$ cat src/rtl/pcd_pkg.sv
package pcd_pkg;
  localparam int unsigned SYNC_STAGES = 2;
  localparam int unsigned DEF_PINS    = 4;
  localparam int unsigned DEF_DIV     = 8;
endpackage

$ cat src/rtl/pcd_sync.sv
module pcd_sync #(
  parameter int unsigned WIDTH  = 4,
  parameter int unsigned STAGES = pcd_pkg::SYNC_STAGES
) (
  input  logic             clk_i,
  input  logic             rst_ni,
  input  logic [WIDTH-1:0] d_i,
  output logic [WIDTH-1:0] q_o
);
  logic [WIDTH-1:0] stage_q [STAGES];

  always_ff @(posedge clk_i or negedge rst_ni) begin
    if (!rst_ni) begin
      for (int s = 0; s < STAGES; s++) stage_q[s] <= '0;
    end else begin
      stage_q[0] <= d_i;
      for (int s = 1; s < STAGES; s++) stage_q[s] <= stage_q[s-1];
    end
  end

  assign q_o = stage_q[STAGES-1];
endmodule

$ cat src/rtl/pcd_tick.sv
module pcd_tick #(
  parameter int unsigned DIV = pcd_pkg::DEF_DIV
) (
  input  logic clk_i,
  input  logic rst_ni,
  output logic tick_o
);
  generate
    if (DIV <= 1) begin : g_every
      assign tick_o = 1'b1;
    end else begin : g_div
      localparam int unsigned CW = $clog2(DIV);
      localparam logic [CW-1:0] LAST = CW'(DIV - 1);
      logic [CW-1:0] cnt_q;
      always_ff @(posedge clk_i or negedge rst_ni) begin
        if (!rst_ni)              cnt_q <= '0;
        else if (cnt_q == LAST)   cnt_q <= '0;
        else                      cnt_q <= cnt_q + 1'b1;
      end
      assign tick_o = (cnt_q == LAST);
    end
  endgenerate
endmodule

$ cat src/rtl/pcd_filter.sv
module pcd_filter #(
  parameter int unsigned WIDTH = 4
) (
  input  logic             clk_i,
  input  logic             rst_ni,
  input  logic             tick_i,
  input  logic [WIDTH-1:0] lvl_i,
  output logic [WIDTH-1:0] evt_o
);
  for (genvar b = 0; b < WIDTH; b++) begin : g_bit
    logic samp_q, acc_q, take;
    // accept when this tick agrees with the previous tick and differs from accepted level
    assign take     = tick_i && (lvl_i[b] == samp_q) && (lvl_i[b] != acc_q);
    assign evt_o[b] = take;
    always_ff @(posedge clk_i or negedge rst_ni) begin
      if (!rst_ni) begin
        samp_q <= 1'b0;
        acc_q  <= 1'b0;
      end else begin
        if (tick_i) samp_q <= lvl_i[b];
        if (take)   acc_q  <= lvl_i[b];
      end
    end
  end
endmodule

$ cat src/rtl/pin_change_monitor.sv
module pin_change_monitor #(
  parameter int unsigned N_PINS     = pcd_pkg::DEF_PINS,
  parameter int unsigned SAMPLE_DIV = pcd_pkg::DEF_DIV
) (
  input  logic                clk_i,
  input  logic                rst_ni,
  input  logic [N_PINS-1:0]   pins_i,
  input  logic [N_PINS-1:0]   irq_en_i,
  input  logic                rd_i,
  output logic [2*N_PINS-1:0] reg_o,
  output logic                chg_irq_o
);
  logic [N_PINS-1:0] lvl_sync;
  logic [N_PINS-1:0] chg_evt;
  logic              tick;
  logic [N_PINS-1:0] flag_q;
  logic              stat_q;

  pcd_sync #(.WIDTH(N_PINS)) i_sync (
    .clk_i (clk_i),
    .rst_ni(rst_ni),
    .d_i   (pins_i),
    .q_o   (lvl_sync)
  );

  pcd_tick #(.DIV(SAMPLE_DIV)) i_tick (
    .clk_i (clk_i),
    .rst_ni(rst_ni),
    .tick_o(tick)
  );

  pcd_filter #(.WIDTH(N_PINS)) i_filt (
    .clk_i (clk_i),
    .rst_ni(rst_ni),
    .tick_i(tick),
    .lvl_i (lvl_sync),
    .evt_o (chg_evt)
  );

  // set wins over read-clear
  always_ff @(posedge clk_i or negedge rst_ni) begin
    if (!rst_ni) begin
      flag_q <= '0;
      stat_q <= 1'b0;
    end else begin
      flag_q <= (rd_i ? '0 : flag_q) | chg_evt;
      stat_q <= (rd_i ? 1'b0 : stat_q) | (|(chg_evt & irq_en_i));
    end
  end

  assign reg_o     = {flag_q, lvl_sync};
  assign chg_irq_o = stat_q;
endmodule

$ cat config.mk
export PLATFORM = sky130hd
export DESIGN_NAME = pin_change_monitor
export DESIGN_NICKNAME = d
export VERILOG_FILES = /design/src/rtl/pcd_pkg.sv /design/src/rtl/pcd_sync.sv /design/src/rtl/pcd_tick.sv /design/src/rtl/pcd_filter.sv /design/src/rtl/pin_change_monitor.sv
export SDC_FILE = /design/constraint.sdc
export NUM_CORES = 1
export LEC_CHECK = 0
export ABC_AREA = 1
export BUFFER_PORTS_ARGS = -buffer_cell sky130_fd_sc_hd__buf_2
export CAP_MARGIN = 20
export CORE_ASPECT_RATIO = 0.6
export CORE_MARGIN = 5
export CORE_UTILIZATION = 40
export CTS_CLUSTER_DIAMETER = 100
export DETAILED_ROUTE_END_ITERATION = 8
export GPL_TIMING_DRIVEN = 1
export MAX_ROUTING_LAYER = met4
export PLACE_DENSITY = 0.71
export SKIP_CTS_REPAIR_TIMING = 1
export SYNTH_ARGS = -nofsm -noshare
export SYNTH_HDL_FRONTEND = slang
export SYNTH_SLANG_ARGS = --single-unit
$ cat constraint.sdc
create_clock -name clk_i -period 3.9 [get_ports clk_i]
set_input_delay 0.39 -clock clk_i [delete_from_list [all_inputs] [get_ports clk_i]]
set_output_delay 0.39 -clock clk_i [all_outputs]
set_load 0.02 [all_outputs]
======== After elaboration in Yosys (flattened, before gate mapping) ========
Index checks and enable logic that the tools add are counted.
word-level totals
  memories kept ........................... 0
  bits in latches ......................... 0
  bits of input ports ..................... 11
  output and inout bits ................... 9
  logic and storage cells ................. 38
  RAM bits ................................ 0
  bits in read-only memories .............. 0
  flip-flop bits (word level) ............. 24
operators by class
  $mul .................................... 0
  magnitude comparators ................... 0
  bitwise logic cells ..................... 3
  reductions and logical operators ........ 9
  add/subtract/negate cells ............... 1
  div/mod/pow operators ................... 0
  muxes and demuxes ....................... 3
  equal/unequal tests ..................... 9
  shifts and indexed selects .............. 0
operators by type and width
  operator             number
  $logic_and 1x1->1    8
  $and 4x4->4          1
  $eq 1x1->1           4
  $mux 4               1
  $ne 1x1->1           4
  $or 4x4->4           1
  $reduce_or 4->1      1
  $add 3x1->3 const B  1
  $eq 3x3->1 const B   1
  $mux 3               1
  $mux 1               1
  $or 1x1->1           1

======== Depth between registers and ports, before layout ========
  depth after elaboration ................. 6
  depth in mapped cells ................... 11
  mapped depth without buffers ............ 10

======== Modules after synthesis ========
Synthesis repeated with hierarchy kept, for this count alone.
second synthesis, totals
  cell total of the unflattened synthesis .. 110
  area total of the unflattened synthesis .. 1059.8 µm²
by module, submodules not included
  module              area an instance (µm²)  cells an instance  instances  sequential area each (µm²)
  pcd_filter          510.5                   67                 1          200.2
  pcd_sync            230.2                   12                 1          200.2
  pin_change_monitor  215.2                   25                 1          125.1
  pcd_tick            103.8                   6                  1          75.1

======== Least setup slack after synthesis ========
Ideal clock, no wire load.
  path type ............................... register -> register
  start point ............................. register i_tick.g_div.cnt_q[0]
  end point ............................... register stat_q (netlist: chg_irq_o)
  setup time .............................. 0.119 ns
  cell stages (with the launch flop) ...... 12
  setup slack ............................. 2.509 ns
  data required time ...................... 3.781 ns
  data arrival time ....................... 1.273 ns
  path buffers ............................ 1
  period minus slack after synthesis ...... 1.391 ns
  cell sequence ........................... dfrtp_1 ha_1 ha_1 buf_6 nand2_2 inv_1 nand2_2 nand2_1 nand2_1 nand2_1 nor2_1 nand2_1
between the ends
  word-level cells in the longest chain between the ends .. 6
  elaborated cells between the ends (all ways) .. 12
  classes of those cells .................. 1 x eq/ne; 2 x bitwise; 9 x reduce/logical
ends and longest elaborated chain
  what                            line                      source
  start, declared                 pcd_tick.sv:14            logic [CW-1:0] cnt_q;
  start signal, assigned          pcd_tick.sv:18            else cnt_q <= cnt_q + 1'b1;
  $eq 3x3->1 *                    pcd_tick.sv:20            assign tick_o = (cnt_q == LAST);
  $logic_and 1x1->1 (2 in a row)  pcd_filter.sv:13          assign take = tick_i && (lvl_i[b] == samp_q) && (lvl_i[b] != acc_q);
  $and 4x4->4 *                   pin_change_monitor.sv:47  stat_q <= (rd_i ? 1'b0 : stat_q) | (|(chg_evt & irq_en_i));
  $reduce_or 4->1 *               pin_change_monitor.sv:47
  $or 1x1->1 *                    pin_change_monitor.sv:47
  end signal, assigned            pin_change_monitor.sv:47
  end, declared                   pin_change_monitor.sv:17  logic stat_q;
Mark *: on every way between the ends. The rest lies on a longest branch, timed or not.
A chain may end at the register's enable or synchronous reset.

======== Final worst setup path ========
Same ends and word-level chain as after synthesis.

==> metrics <==
first drt pass iteration count 4; cell taking the most area after synthesis dfrtp_1; clock-pin transition on the worst setup and hold timing paths 0.08 ns; Peak VDD IR ~0.28 mV; largest net degree at the start of global routing 25; CTS tree yes; status completed; final slew viol count 0; Avg Inst Size Synth 9.98 um^2; initial DRC count 32; Most Frequent Cell on Critical Path nand2_1; RSZ-0062 raised after global routing false; Synth top cells by count 24 x dfrtp_1, 20 x nand2_1, 14 x nor2_1; critical path type reg2reg; Worst Setup Start Kind flip-flop; Area Overhead vs Synth 15.6%; R2R Path Start i_tick.g_div.cnt_q[0]; simple-gate share of the synthesized area 0.204; Fmax about 600 MHz; Cell variety after synth 13; DRC viols 0; Hold Fails Final Rpt 0; Req. time, crit path between 4 and 5 ns; Synth area leaders dfrtp_1 64%, nand2_1 8.0%, nor2_1 5.6%; Synth Area in Compound Gates 0.0373; fin util 0.494; Hold Path Class in2async; Worst Setup End Kind flip-flop; die height ~48 um; Ports 20; Die Wd just over 70 um; final global-route overflow total 0; Final Skew a little over 0.006 ns; Yosys top cell area share 0.640; drt wl/cell around 11 um; hpwl dp ~1.3 mm; max cap viols 0; Synth Register Bits 24; switching part of the total 0.228; Final Power roughly 0.48 mW; Inserted Diodes 0; CORE AREA roughly 2200 um^2; worst-path maximum fanout 11; endpoints failing setup 0; most common cell in the netlist dfrtp_1; Post-Synth Adder-Cell Area 0.0267; worst path cell trace ha_1, ha_1, inv_1, nor2_1, nand2_1, nand2_1, nand2_1, nand2_1, nor2_1, nand2_1; filler cell count 208; max incr delay on CP roughly 0.38 ns; Num CTS Buffers 3; XOR/XNOR share of the synthesized area 0; vias in the first global route around 660; drt total wl approximately 1.6 mm; start point of the critical path i_tick.g_div.cnt_q[0]; Antenna Violating Nets Remaining 0; clock buffer depth 2; GPL Wtd Cong roughly 0.79; layout cells sized above 1 0.241; initial core utilization 0.427; min cycle time layout roughly 1.7 ns; Root Buffer clkbuf_8; largest family of logic cells by synthesized area simple AND/OR/NAND/NOR gates; Bufs and invs on worst path 1; TNS Setup 0 ns; Slew HR 0.663; die area around 3400 um^2; fin cells between 100 and 150; sequential share of the synthesized area 0.640; CP delay by family, top adder cells; H-tree depth 1; Critical-path top delay cell dfrtp_1; Psw about 0.11 mW; Post-Place Cell Area approximately 1000 um^2; ys async rst share 1.00; Power Density approximately 440 nW/um^2; Clk network pwr share 0.339; Post-Syn Area ~940 um^2; initial antenna violation count 0; Vias 664; Mapped Cells 94; CTS sink count 24; worst slew pin tran a little over 0.5 ns; Gate power share 0.086; Pint 0.371 mW; register share of total power 0.575; fin crit share 0.430; routed vias/inst ~4.7; Buffers on Ports 19; FP Rows 13; Total Routing Usage GR 0.119; Final nets 126; EDFF count, synth 0; Placed Instances 138; Clk Latency, worst-skew pair approximately 0.26 ns; Net Count, Synth 107; Leak Pwr 0.607 nW; Worst EP arrival about 1.8 ns; mux cell area share after synthesis 0; top_reg_cell synth dfrtp_1; fin area approximately 1100 um^2; synth warn 0; first-pass GRT wire length around 2.8 mm
worst reg2reg max path, delay by kind of cell, from the launching register on:
family | cells | cell delay [ns]
adder cells (fa/ha/maj) | 2 | 0.50
buffers and inverters | 1 | 0.19
flip-flops | 1 | 0.38
AND/OR/NAND/NOR | 7 | 0.50
power by group through the flow:
stage                     combinational (mW)  sequential [mW]  clock (mW)
after floorplan                       0.0208            0.284           0
after global placement                0.0415            0.281           0
after detailed placement              0.0420            0.281           0
after CTS                             0.0423            0.277       0.170
after global routing                  0.0477            0.278       0.181
final                                 0.0412            0.276       0.163
sequential cells by signal, summed over array words and instances (netlist names):
register,count
flag_q,4
i_filt.g_bit.acc_q,4
i_filt.g_bit.samp_q,4
i_sync.q_o,4
i_sync.stage_q,4
i_tick.g_div.cnt_q,3
chg_irq_o,1
path summary, 6_finish.rpt:
check,end,slack [ns],cells after the start
max,chg_irq_o,2.22,10
min,i_filt.g_bit[3].acc_q,0.08,1
max reg2reg,chg_irq_o,2.22,10
min reg2reg,i_sync.q_o[3],0.36,0
max in group asynchronous,i_sync.q_o[2],3.47,1
min in group clk_i,i_sync.stage_q[7],0.22,1
layer usage:
layer  vias to the layer above  global-route usage  routed length [um]  share of wire
met1                       316               0.127                 725           0.45
met5                         -                   -                   0              0
met2                        20               0.188                 737           0.45
met4                         0              0.0551                  33          0.020
li1                        322                   -                   -              -
met3                         6              0.0608                 133          0.082
cells by family after synthesis:
family | Yosys count
flip-flops | 24
buffers and inverters | 17
adder cells (fa/ha/maj) | 2
AO/OA/AOI/OAI | 6
AND/OR/NAND/NOR | 45
per-stage QoR:
stage	worst slack [ns]	hold slack (ns)
global placement	2.30	0.334
floorplan	2.51	0.0944
global route	2.06	0.135
finish	2.22	0.0817
CTS	2.23	0.101
detailed placement	2.25	0.337
final cells by class:
| cell class | count | area, um^2 | area share |
|---|---|---|---|
| repair buffers | 19 | 95.1 | 0.0877 |
| clock buffers | 4 | 55.1 | 0.0507 |
| inverters | 12 | 45.0 | 0.0415 |
| well taps | 30 | 37.5 | 0.0346 |
| multi-input cells | 53 | 251 | 0.232 |
| flip-flops and latches | 24 | 601 | 0.554 |
layout by cell type, fill, tap and decap left out:
cell type / n
nand2_2: 2
clkbuf_8: 4
nor2_1: 14
ha_1: 2
nand4_1: 3
dfrtp_1: 24
nor2_2: 2
a21boi_0: 2
inv_1: 12
buf_2: 19
o21ai_0: 4
nand3_1: 4
nand2_1: 20
No activity file was read; power rests on OpenSTA's default activity.
